<file path="src/rtl/esc_pkg.sv">
package esc_pkg;
  localparam int PH_N = 4;
  localparam int PH_W = $clog2(PH_N);

  typedef enum logic [2:0] {
    ST_IDLE  = 3'd0,
    ST_WAIT  = 3'd1,
    ST_FINAL = 3'd3,
    ST_P0    = 3'd4,
    ST_P1    = 3'd5,
    ST_P2    = 3'd6,
    ST_P3    = 3'd7
  } esc_state_e;

  function automatic esc_state_e phase_state(input logic [PH_W-1:0] idx);
    return esc_state_e'({1'b1, idx});
  endfunction

  function automatic logic is_escalating(input esc_state_e s);
    return (s == ST_FINAL) || s[2];
  endfunction
endpackage

</file>
<file path="src/rtl/esc_accum.sv">
module esc_accum #(
  parameter int ACC_W = 16
) (
  input  logic             clk,
  input  logic             rst,
  input  logic             clr,
  input  logic             inc,
  input  logic [ACC_W-1:0] thresh,
  output logic [ACC_W-1:0] acc_o,
  output logic             over_o
);
  localparam logic [ACC_W-1:0] ACC_MAX = {ACC_W{1'b1}};

  logic [ACC_W-1:0] acc_q;

  always_ff @(posedge clk) begin
    if (rst || clr) begin
      acc_q <= '0;
    end else if (inc && (acc_q != ACC_MAX)) begin
      acc_q <= acc_q + ACC_W'(1);
    end
  end

  assign acc_o  = acc_q;
  assign over_o = (acc_q > thresh);
endmodule

</file>
<file path="src/rtl/esc_fsm.sv">
module esc_fsm
  import esc_pkg::*;
#(
  parameter int CNT_W = 32
) (
  input  logic                       clk,
  input  logic                       rst,
  input  logic                       en,
  input  logic                       alert,
  input  logic                       over,
  input  logic                       clr_ok,
  input  logic [CNT_W-1:0]           deadline,
  input  logic [PH_N-1:0][CNT_W-1:0] phase_cyc,
  output esc_state_e                 st_q_o,
  output esc_state_e                 st_d_o,
  output logic [CNT_W-1:0]           cnt_o
);
  esc_state_e       st_q, st_d;
  logic [CNT_W-1:0] cnt_q, cnt_d;
  logic [PH_W-1:0]  ph_idx;
  logic             wait_done, ph_done;

  // A limit of 0 is treated as 1: the state still lasts one cycle.
  function automatic logic reached(input logic [CNT_W-1:0] cnt,
                                   input logic [CNT_W-1:0] lim);
    return ({1'b0, cnt} + (CNT_W+1)'(1)) >= {1'b0, lim};
  endfunction

  assign ph_idx    = st_q[PH_W-1:0];
  assign wait_done = reached(cnt_q, deadline);
  assign ph_done   = reached(cnt_q, phase_cyc[ph_idx]);

  always_comb begin
    st_d  = st_q;
    cnt_d = cnt_q;
    if (clr_ok) begin
      st_d  = ST_IDLE;
      cnt_d = '0;
    end else begin
      case (st_q)
        ST_IDLE: begin
          cnt_d = '0;
          if (en && over) begin
            st_d = ST_P0;
          end else if (en && alert && (deadline != '0)) begin
            st_d = ST_WAIT;
          end
        end
        ST_WAIT: begin
          if (over || wait_done) begin
            st_d  = ST_P0;
            cnt_d = '0;
          end else begin
            cnt_d = cnt_q + CNT_W'(1);
          end
        end
        ST_P0, ST_P1, ST_P2, ST_P3: begin
          if (ph_done) begin
            st_d  = (ph_idx == PH_W'(PH_N-1)) ? ST_FINAL
                                              : phase_state(ph_idx + PH_W'(1));
            cnt_d = '0;
          end else begin
            cnt_d = cnt_q + CNT_W'(1);
          end
        end
        ST_FINAL: cnt_d = '0;
        default: begin
          st_d  = ST_IDLE;
          cnt_d = '0;
        end
      endcase
    end
  end

  always_ff @(posedge clk) begin
    if (rst) begin
      st_q  <= ST_IDLE;
      cnt_q <= '0;
    end else begin
      st_q  <= st_d;
      cnt_q <= cnt_d;
    end
  end

  assign st_q_o = st_q;
  assign st_d_o = st_d;
  assign cnt_o  = cnt_q;
endmodule

</file>
<file path="src/rtl/esc_sigmap.sv">
module esc_sigmap
  import esc_pkg::*;
#(
  parameter int NUM_SIG = 4
) (
  input  logic                           clk,
  input  logic                           rst,
  input  esc_state_e                     st_q,
  input  esc_state_e                     st_d,
  input  logic [NUM_SIG-1:0]             sig_en,
  input  logic [NUM_SIG-1:0][PH_W-1:0]   sig_map,
  input  logic [PH_W-1:0]                crash_sel,
  output logic [NUM_SIG-1:0]             esc_o,
  output logic                           crash_o
);
  logic [NUM_SIG-1:0] hit;
  logic               crash_d;

  for (genvar g = 0; g < NUM_SIG; g++) begin : g_sig
    assign hit[g] = sig_en[g] && (st_d == phase_state(sig_map[g]));
  end

  assign crash_d = (st_d != st_q) && (st_d == phase_state(crash_sel));

  always_ff @(posedge clk) begin
    if (rst) begin
      esc_o   <= '0;
      crash_o <= 1'b0;
    end else begin
      esc_o   <= hit;
      crash_o <= crash_d;
    end
  end
endmodule

</file>
<file path="src/rtl/esc_class_ctrl.sv">
module esc_class_ctrl
  import esc_pkg::*;
#(
  parameter int ACC_W   = 16,
  parameter int CNT_W   = 32,
  parameter int NUM_SIG = 4
) (
  input  logic                         clk,
  input  logic                         rst,
  input  logic                         cfg_en,
  input  logic                         cfg_lock_esc,
  input  logic [ACC_W-1:0]             cfg_thresh,
  input  logic [CNT_W-1:0]             cfg_deadline,
  input  logic [PH_N-1:0][CNT_W-1:0]   cfg_phase_cyc,
  input  logic [NUM_SIG-1:0]           cfg_sig_en,
  input  logic [NUM_SIG-1:0][PH_W-1:0] cfg_sig_map,
  input  logic [PH_W-1:0]              cfg_crash_phase,
  input  logic                         alert_i,
  input  logic                         clr_i,
  input  logic                         clr_wen_drop_i,
  output logic [NUM_SIG-1:0]           esc_o,
  output logic [2:0]                   state_o,
  output logic [CNT_W-1:0]             esc_cnt_o,
  output logic [ACC_W-1:0]             accum_o,
  output logic                         crashdump_o
);
  esc_state_e st_q, st_d;
  logic       clr_wen_q;
  logic       clr_ok;
  logic       over;

  // One-way clear enable: only reset sets it again.
  always_ff @(posedge clk) begin
    if (rst) begin
      clr_wen_q <= 1'b1;
    end else if (clr_wen_drop_i) begin
      clr_wen_q <= 1'b0;
    end
  end

  assign clr_ok = clr_i && clr_wen_q && !(cfg_lock_esc && is_escalating(st_q));

  esc_accum #(.ACC_W(ACC_W)) u_accum (
    .clk    (clk),
    .rst    (rst),
    .clr    (clr_ok),
    .inc    (cfg_en && alert_i),
    .thresh (cfg_thresh),
    .acc_o  (accum_o),
    .over_o (over)
  );

  esc_fsm #(.CNT_W(CNT_W)) u_fsm (
    .clk       (clk),
    .rst       (rst),
    .en        (cfg_en),
    .alert     (alert_i),
    .over      (over),
    .clr_ok    (clr_ok),
    .deadline  (cfg_deadline),
    .phase_cyc (cfg_phase_cyc),
    .st_q_o    (st_q),
    .st_d_o    (st_d),
    .cnt_o     (esc_cnt_o)
  );

  esc_sigmap #(.NUM_SIG(NUM_SIG)) u_map (
    .clk       (clk),
    .rst       (rst),
    .st_q      (st_q),
    .st_d      (st_d),
    .sig_en    (cfg_sig_en),
    .sig_map   (cfg_sig_map),
    .crash_sel (cfg_crash_phase),
    .esc_o     (esc_o),
    .crash_o   (crashdump_o)
  );

  assign state_o = st_q;
endmodule

</file>
<file path="config.mk">
export PLATFORM = sky130hd
export DESIGN_NAME = esc_class_ctrl
export DESIGN_NICKNAME = d
export VERILOG_FILES = /design/src/rtl/esc_pkg.sv /design/src/rtl/esc_accum.sv /design/src/rtl/esc_fsm.sv /design/src/rtl/esc_sigmap.sv /design/src/rtl/esc_class_ctrl.sv
export SDC_FILE = /design/constraint.sdc
export NUM_CORES = 1
export LEC_CHECK = 0
export CORE_ASPECT_RATIO = 1.25
export CORE_MARGIN = 10
export CORE_UTILIZATION = 43
export CTS_CLUSTER_DIAMETER = 200
export CTS_CLUSTER_SIZE = 28
export DETAILED_ROUTE_END_ITERATION = 10
export PLACE_DENSITY = 0.82
export SLEW_MARGIN = 20
export SYNTH_ARGS = -nofsm -noshare
export SYNTH_HDL_FRONTEND = slang
export SYNTH_HIERARCHICAL = 1
export SYNTH_SLANG_ARGS = --single-unit
</file>
<file path="constraint.sdc">
create_clock -name clk -period 5.59 [get_ports clk]
set_clock_uncertainty 0.2 [all_clocks]
set_input_delay 1.677 -clock clk [delete_from_list [all_inputs] [get_ports clk]]
set_output_delay 1.677 -clock clk [all_outputs]
set_load 0.02 [all_outputs]
</file>
==> run summary, run 1 <==
Outcome = finished, final reports clean
Crit. End Element = flop
CTS Hold Bufs = 0
Reg2Reg Setup Slack = 0.45 ns
Largest net degree at the start of global routing = 33
Arr. time, crit path = 5.33 ns
Drt pass-1 iters = 5
Hold Path Sink = clr_wen_q
CTS max path bufs = 2
FF-to-FF End = u_map/crash_o
Post-synth EDFFs = 0
Share of flip-flops with an asynchronous set or reset = 0
Starting Density = 0.436
Worst-Skew Late Latency = 0.33 ns
Pwr dens = 151 mW/mm^2
Global-route wire length before repair = 32.9 mm
Worst Hold Depth = 1
RSZ-0062 raised after global routing = false
Initial antenna violation count = 0
Mapped Cells = 652
Initial DRC count = 363
Clk slew on worst S/H paths = 0.05 ns
Layout net count = 1,185
Total Routed Length = 21.3 mm
Leading area contributor after synthesis = dfxtp_1
Post-DP HPWL = 17.9 mm
Sequential share of the synthesized area = 0.200
Total of cells resized after clock tree synthesis = 0
Slew HR = 0.452
YS warnings = 6
Crit-path cells = clkdlybuf4s50_1, inv_1, ha_1, nand4_1, nor4_1, nand4_1, o31a_1, nor2_1, o2111ai_1, a21oi_1, o21ai_0, nor4_2, a311oi_1, nor2_1, buf_4, xnor2_1, nand3_1, a31oi_1
WL/cell = 19.6 um
Total congestion overflow = 0
Fmax = 189 MHz
Layout cells sized above 1 = 0.0999
Area of the mapped netlist = 0.00572 mm^2
Synth area leaders = dfxtp_1, ha_1, mux4_2
# setup viols final = 0
Vias per cell = 5.53
#FFs+latches synth = 57
Syn-to-layout area delta = 53.0%
Number of remaining DRC errors = 0
Total GRT Usage = 0.227
Final Hold Fails = 0
Core box area = 0.0131 mm^2
Post-CTS Setup Repair Bufs = 0
Worst Hold Launch = clr_wen_q
I/O Buffers = 252
RePlAce Congestion = 0.911
Clock tree from TritonCTS = built
Crit path time final = 5.28 ns
Syn Area/Cell = 8.77 um^2
Clock sinks = 57
Die X = 123 um
CP required = 5.65 ns
Worst slew pin tran = 0.815 ns
Hold crit path type = flop to flop
Vias in the first global route = 6,199
CP Launch Type = input pin
Worst Reg2Reg Path Length in Cells = 17
Post-synth top area share = 0.200
Syn_nets = 931
Peak VDD IR = 149 uV
Die H = 149 um
Final period utilization = 0.944
Vias after detailed routing = 5,994
Row Count = 47
Max stage delay on crit path = 0.54 ns
Max-Cap Viols = 0
Critical path type = input pin to flop
H-tree depth = 3
Static leakage = 3.65 nW
Slew Limit Fails = 0
Die ar. = 0.0183 mm^2
Critical R2R Launch = u_fsm/cnt_o[0]
Slowest CP cell = nor4_1
Detail Route Antenna Nets = 0
WHS = 0.254 ns
Num CTS Buffers = 9
Total I/O pin count = 253
Final setup TNS = 0 ns
Critical path peak fanout = 6
Post-synth cell types = 62
Main synth FF type = dfxtp_1
Root Driver = clkbuf_16
[kinds of logic after synthesis]
family / after synthesis / synth area share
AO/OA/AOI/OAI: 112 / 0.124
XOR/XNOR: 42 / 0.0643
adder cells (fa/ha/maj): 82 / 0.179
buffers and inverters: 108 / 0.0814
flip-flops: 57 / 0.200
multiplexers: 32 / 0.126
AND/OR/NAND/NOR: 219 / 0.226
[power by group]
group          switching [W]  internal (W)
Clock               0.000194      0.000415
Sequential        0.00000791      0.000409
Combinational       0.000104      0.000191
[state kept, by name, summed over array words and instances, names as in the netlist]
| signal | flops |
|---|---|
| u_map/esc_o | 4 |
| clr_wen_q | 1 |
| u_fsm/cnt_o | 32 |
| u_map/crash_o | 1 |
| u_fsm/st_q_o | 3 |
| u_accum/acc_o | 16 |
[how the worst max path moves through the flow]
stage | startpoint | to | slack, ns | cells past startpoint
global route | u_fsm/cnt_o[0] | u_map/crash_o | 0.03 | 18
CTS | cfg_thresh[11] | u_map/crash_o | 0.40 | 18
global placement | cfg_phase_cyc[92] | u_map/crash_o | 0.22 | 14
finish | cfg_thresh[11] | u_map/crash_o | 0.31 | 18
detailed placement | cfg_thresh[14] | u_map/crash_o | 0.07 | 18
floorplan | cfg_phase_cyc[99] | u_map/crash_o | 0.91 | 14
[metrics by stage]
step	cells	util	worst slack (ns)	total power [W]	cell area [um^2]
3_5_place_dp	1066	0.641	0.0669	0.000717	8410
3_3_place_gp	1066	0.641	0.225	0.000710	8410
2_1_floorplan	652	-	0.906	0.000541	5720
4_1_cts	1082	0.666	0.398	0.00133	8730
5_1_grt	1082	0.667	0.0347	0.00137	8740
6_report	1083	0.667	0.312	0.00132	8750
[final cells by class]
class                      instances  area, um^2
sequential                        57        1140
timing repair buffer             261        2600
clock buffer                      14         264
inverter                          90         338
fill                            1054        4370
multi-input combinational        487        4120
clock inverter                     2        60.1
tap                              171         214
antenna                            1        2.50
[routing by layer]
metal,GRT usage,wire length [um]
met3,0.0663,1680
met2,0.390,10800
met5,0,0
met4,0.0788,570
met1,0.260,8220
[layout by cell type (no fill, tap or decap), types with 3 or more instances in the layout]
master,n
or4_1,8
nand4_1,16
or3_1,4
clkbuf_16,9
xor2_1,12
xnor2_1,30
buf_4,8
nand2_1,45
nor3_1,7
inv_1,90
nor2b_1,16
a21o_1,4
nor4_1,12
clkbuf_1,3
nor2_1,23
a21oi_1,49
ha_1,82
o31ai_1,8
nor2b_2,18
o21ai_0,21
dfxtp_1,55
and2_1,5
and4_1,9
and3_1,11
nand3_1,28
clkdlybuf4s50_1,252
mux4_2,32
[critical path, delay by kind of cell]
family	cells	cell delay, ns
buffers and inverters	3	0.67
XOR/XNOR	1	0.13
AO/OA/AOI/OAI	6	0.90
AND/OR/NAND/NOR	7	1.64
adder cells (fa/ha/maj)	1	0.31
[synth_stat cells (2+ instances only)]
master and n:
o21ai_1 2, or4_1 8, buf_1 2, nand3_2 2
ha_1 82, nand3_1 28, nor2b_2 18, xor2_1 12
mux4_2 32, o31ai_1 8, or3_1 4, o41ai_1 2
inv_1 90, nor3_1 7, and4_1 9, o31a_1 2
o311ai_0 2, o211ai_1 2, nand2_1 45, nor2_1 23
nand4_2 2, nor4_1 12, nor2b_1 16, o21ai_0 21
a21oi_1 49, buf_6 7, or2_2 2, a211oi_1 2
dfxtp_1 57, and3_1 11, buf_2 3, a21boi_0 2
a21o_1 4, and2_1 5, xnor2_1 30, clkbuf_1 5
nor4b_1 2, nand4_1 16, a221oi_1 2, nor2_2 2
Power figures use the tool's default switching activity.
==> inputs of run 2 (changes only) <==
CORE_ASPECT_RATIO = 1.75   (was 1.25)
REMOVE_ABC_BUFFERS = 1   (was not set)
==> run summary, run 2 (synthesis results as in run 1) <==
Outcome = finished, final reports clean
Row Count = 55 (+17%)
Slew HR = 0.429 (-0.0233)
Clk slew on worst S/H paths = 0.05 ns (about the same)
Number of remaining DRC errors = 0 (unchanged)
# diodes = 0 (-1)
Commonest non-fill, non-tap cells in the layout = clkdlybuf4s50_1, inv_1, ha_1, dfxtp_1, a21oi_1
Buf/Inv on CP = 3 (unchanged)
Critical path peak fanout = 6 (unchanged)
Die ar. = 0.0185 mm^2 (+0.84%)
Max stage delay on crit path = 0.50 ns (-0.04 ns)
Hold Path Sink = clr_wen_q
Post-CTS Setup Repair Bufs = 0 (unchanged)
Vias in the first global route = 6,322 (+2.0%)
Total congestion overflow = 0 (unchanged)
Layout net count = 1,188 (+0.25%)
I/O Buffers = 252 (unchanged)
Clock sinks = 57 (unchanged)
Pwr dens = 149 mW/mm^2 (-1.2%)
RSZ-0062 raised after global routing = false
CTS Hold Bufs = 0 (unchanged)
Pre-CTS setup slack = -0.00501 ns (-0.0719 ns)
# setup viols final = 0 (unchanged)
Initial DRC count = 209 (-42%)
Post-DP HPWL = 17.5 mm (-2.1%)
Worst Hold Launch = clr_wen_q
Layout cells sized above 1 = 0.104 (+0.00416)
Largest net degree at the start of global routing = 34 (+3.0%)
Setup ws final = 0.314 ns (+0.00203 ns)
RePlAce Congestion = 0.902 (-0.98%)
Detail Route Antenna Nets = 0 (unchanged)
CTS max path bufs = 2 (unchanged)
Initial antenna violation count = 0 (unchanged)
Static leakage = 3.67 nW (+0.61%)
H-tree depth = 3 (unchanged)
Global-route wire length before repair = 31.7 mm (-3.5%)
Reg2Reg Setup Slack = 0.53 ns (+0.08 ns)
Slew Limit Fails = 0 (unchanged)
Starting Density = 0.440 (+0.00361)
CP Launch Type = input pin
Total I/O pin count = 253 (unchanged)
Arr. time, crit path = 5.32 ns (about the same)
Num CTS Buffers = 9 (unchanged)
Critical R2R Launch = u_fsm/cnt_o[0]
Root Driver = clkbuf_16
Drt pass-1 iters = 5 (unchanged)
Crit-path leading delay family = compound AO/OA/AOI/OAI gates
Total of cells resized after clock tree synthesis = 0 (unchanged)
Crit path time final = 5.28 ns (-0.00203 ns)
Total Routed Length = 20.3 mm (-4.4%)
FF-to-FF End = u_map/crash_o
Worst slew pin tran = 0.857 ns (+0.0420 ns)
Worst Hold Depth = 1 (unchanged)
CP required = 5.64 ns (about the same)
Vias after detailed routing = 5,927 (-1.1%)
Core Util, Final = 0.676 (+0.00850)
Peak VDD IR = 124 uV (-16%)
Total GRT Usage = 0.217 (-0.0103)
Commonest non-fill, non-tap cell in the layout = clkdlybuf4s50_1
Fmax = 190 MHz (about the same)
Worst-Skew Late Latency = 0.33 ns (about the same)
Critical path type = input pin to flop
Hold crit path type = flop to flop
Core box area = 0.0130 mm^2 (-0.82%)
Crit-path cells = clkdlybuf4s50_1, inv_1, ha_1, nand4_1, buf_4, nor2_1, a221o_1, o31a_1, nor2_1, o2111ai_1, a21oi_1, o21ai_0, nor4_2, a311oi_1, nor2_1, xnor2_1, nand3_1, a31oi_1
Vias per cell = 5.47 (-1.2%)
Max-Cap Viols = 0 (unchanged)
Syn-to-layout area delta = 53.7%
WL/cell = 18.8 um (-4.5%)
Most frequent cell on the critical path = nor2_1
Max reg flops = 32 (unchanged)
Die H = 173 um (+16%)
Clock tree from TritonCTS = built
Crit. End Element = flop
Worst Reg2Reg Path Length in Cells = 16 (-1)
Slowest CP cell = nor2_1
Final Hold Fails = 0 (unchanged)
Final period utilization = 0.944 (about the same)
Die X = 107 um (-13%)
[run 2: cell types whose count changed in the layout (fill, tap and decap cells not counted), sizes merged]
cell | before | now
buf | 9 | 12
diode | 1 | 0
clkbuf | 14 | 13
[run 2: cell type report]
type                            count  area, um^2
Clock buffer                       13         270
Clock inverter                      2        60.1
Fill cell                        1048        4220
Inverter                           90         338
Multi-Input combinational cell    487        4120
Sequential cell                    57        1140
Tap cell                          171         214
Timing Repair Buffer              264        2640
[run 2: worst register-to-register path: stages, from the launching register on]
cell and delay [ns]:
dfxtp_1 0.48, ha_1 0.26, inv_1 0.07, or3_4 0.44, nor3_4 0.35, and3_1 0.23
xor2_1 0.30, ha_1 0.23, nand4_1 0.14, or4_4 0.56, a2111oi_2 0.54, or4_1 0.19
a311oi_1 0.10, nor2_1 0.50, xnor2_1 0.18, nand3_1 0.08, a31oi_1 0.14
[run 2: per-stage QoR]
step | hold slack, ns | std cells | TNS, ns | total power (W) | area (um^2)
5_1_grt | 0.273 | 1084 | 0 | 0.00137 | 8790
4_1_cts | 0.259 | 1084 | 0 | 0.00132 | 8770
2_1_floorplan | 0.226 | 634 | 0 | 0.000535 | 5590
6_report | 0.257 | 1084 | 0 | 0.00131 | 8790
3_3_place_gp | 0.237 | 1069 | 0 | 0.000708 | 8440
3_5_place_dp | 0.248 | 1069 | -0.00501 | 0.000715 | 8440
[run 2: report_power, final]
group,switching (W),internal [W],leakage (nW)
sequential,0.00000602,0.000410,0.461
combinational,0.0000996,0.000191,3.05
clock,0.000181,0.000424,0.162
total,0.000286,0.00102,3.67
[run 2: worst max-delay path by stage]
stage / start / end / slack, ns / cells past startpoint
global route: cfg_phase_cyc[67] / u_map/esc_o[0] / 0.11 / 15
CTS: cfg_thresh[14] / u_map/crash_o / 0.33 / 18
finish: cfg_thresh[14] / u_map/crash_o / 0.31 / 18
detailed placement: cfg_phase_cyc[99] / u_map/crash_o / -0.005 / 15
global placement: cfg_phase_cyc[99] / u_map/crash_o / 0.04 / 15
floorplan: u_fsm/st_q_o[0] / u_map/crash_o / 0.42 / 12
[run 2: per-layer routing]
layer  vias up  part of all wire  track usage  routed length [um]
met5         -                 0            0                   0
met1      2765              0.34        0.205                6870
met4         0             0.035       0.0913                 721
li1       2893                 -            -                   -
met2       225              0.56        0.411               11300
met3        44             0.069       0.0614                1400
==> inputs of run 3 (changes only) <==
CORE_MARGIN = 4   (was 10)
==> run summary, run 3 (synthesis results as in run 1) <==
CTS max path bufs = 2 (unchanged)
Setup ws final = 0.273 ns (-0.0403 ns)
Final Hold Fails = 0 (unchanged)
Buf/Inv on CP = 2 (-1)
Slew Limit Fails = 0 (unchanged)
Vias after detailed routing = 6,001 (+1.2%)
Clock tree from TritonCTS = built
Pwr dens = 148 mW/mm^2 (-0.78%)
Area after DPL = 0.00842 mm^2 (-0.30%)
Die ar. = 0.0153 mm^2 (-17%)
RSZ-0062 raised after global routing = false
Detail Route Antenna Nets = 0 (unchanged)
Row Count = 55 (unchanged)
Drt pass-1 iters = 5 (unchanged)
Crit-path leading delay family = compound AO/OA/AOI/OAI gates
Layout net count = 1,189 (+0.084%)
Total Routed Length = 19.0 mm (-6.6%)
Total of cells resized after clock tree synthesis = 0 (unchanged)
# setup viols final = 0 (unchanged)
Clk slew on worst S/H paths = 0.05 ns (about the same)
Critical path peak fanout = 6 (unchanged)
Largest net degree at the start of global routing = 33 (-2.9%)
Crit-path cells = clkdlybuf4s50_1, mux4_2, inv_1, ha_1, a21oi_1, o21ai_0, a221oi_1, a2111oi_2, or4_1, a311oi_1, nor2_2, xnor2_1, nand3_1, a31oi_1
Total I/O pin count = 253 (unchanged)
Max stage delay on crit path = 0.56 ns (+0.06 ns)
Num CTS Buffers = 9 (unchanged)
Die H = 161 um (-7.0%)
Arr. time, crit path = 5.38 ns (+0.06 ns)
Post-CTS Setup Repair Bufs = 0 (unchanged)
Peak VDD IR = 120 uV (-3.3%)
Slew HR = 0.458 (+0.0295)
Final setup TNS = 0 ns (unchanged)
Worst slew pin tran = 0.806 ns (-0.0511 ns)
Vias in the first global route = 6,149 (-2.7%)
Total GRT Usage = 0.245 (+0.0285)
Root Driver = clkbuf_16
CP Launch Type = input pin
Static leakage = 3.67 nW (about the same)
Number of remaining DRC errors = 0 (unchanged)
# diodes = 0 (unchanged)
Outcome = finished, final reports clean
Design area = 0.00878 mm^2 (about the same)
Core box area = 0.0130 mm^2 (unchanged)
Syn-to-layout area delta = 53.6% (about the same)
Pre-CTS setup slack = -0.116 ns (-0.111 ns)
Crit. End Element = flop
Global-route wire length before repair = 29.1 mm (-8.4%)
Critical path type = input pin to flop
Vias per cell = 5.53 (+1.1%)
Final period utilization = 0.951 (+0.00721)
Die X = 95.2 um (-11%)
Starting Density = 0.440 (unchanged)
Initial antenna violation count = 0 (unchanged)
Max reg flops = 32 (unchanged)
H-tree depth = 3 (unchanged)
Fmax = 188 MHz (-0.76%)
Commonest non-fill, non-tap cells in the layout = clkdlybuf4s50_1, inv_1, ha_1, dfxtp_1, a21oi_1
RePlAce Congestion = 0.941 (+4.3%)
Total congestion overflow = 0 (unchanged)
Post-DP HPWL = 16.1 mm (-8.2%)
Crit path time final = 5.32 ns (+0.0403 ns)
Clock sinks = 57 (unchanged)
Max-Cap Viols = 0 (unchanged)
Commonest non-fill, non-tap cell in the layout = clkdlybuf4s50_1
WL/cell = 17.5 um (-6.7%)
Slowest CP cell = a221oi_1
Initial DRC count = 255 (+22%)
CTS Hold Bufs = 0 (unchanged)
Hold crit path type = flop to flop
Layout cells sized above 1 = 0.106 (+0.00196)
I/O Buffers = 252 (unchanged)
CP required = 5.65 ns (about the same)
Worst-Skew Late Latency = 0.33 ns (about the same)
==> run 3: changes by cell type in the layout (fill, tap and decap cells not counted), sizes merged <==
| cell | delta |
|---|---|
| clkinvlp | +1 |
| clkbuf | -1 |
| clkinv | +1 |
| buf | +1 |
==> run 3: final timing paths <==
| kind | to | slack, ns | startpoint | cells past startpoint |
|---|---|---|---|---|
| setup / recovery | u_map/crash_o | 0.27 | cfg_phase_cyc[70] | 14 |
| hold / removal | clr_wen_q | 0.26 | clr_wen_q | 1 |
| setup reg to reg | u_map/crash_o | 0.52 | u_fsm/cnt_o[0] | 16 |
| hold reg to reg | clr_wen_q | 0.26 | clr_wen_q | 1 |
==> run 3: worst register-to-register path: stages (launching register included) <==
cell and delay, ns:
dfxtp_1 0.47, ha_1 0.26, inv_1 0.07, or3_4 0.43, nor3_4 0.35, nand3_1 0.19, xnor2_1 0.33, ha_1 0.21
nand3_1 0.11, or4_4 0.56, a2111oi_2 0.49, o31ai_1 0.14, o21ai_0 0.21, nor2b_1 0.56, xnor2_1 0.20, nand3_1 0.09
a31oi_1 0.13
==> run 3: final cells by class <==
cell class,count,area (um^2)
inverters,90,338
clock inverters,4,76.3
repair buffers,265,2640
fillers,1034,4220
multi-input cells,487,4130
clock buffers,12,246
well taps,171,214
flip-flops and latches,57,1140
==> run 3: metrics by stage <==
stage	util	power, W	std cells	hold WS (ns)
3_3_place_gp	0.647	0.000704	1069	0.234
4_1_cts	0.672	0.00131	1085	0.261
3_5_place_dp	0.647	0.000712	1069	0.249
6_report	0.675	0.00130	1086	0.257
2_1_floorplan	-	0.000535	634	0.226
5_1_grt	0.675	0.00135	1086	0.287
==> run 3: routing by layer <==
layer / global-route usage / vias up / part of all wire
met3: 0.0436 / 56 / 0.068
met4: 0.156 / 0 / 0.056
met1: 0.236 / 2786 / 0.33
li1: - / 2897 / -
met5: 0 / - / 0
met2: 0.458 / 262 / 0.54
==> run 3: power breakdown <==
group | switching (W) | leakage, nW | internal, W
Sequential | 0.00000505 | 0.461 | 0.000409
Clock | 0.000192 | 0.153 | 0.000403
Combinational | 0.000100 | 3.06 | 0.000191
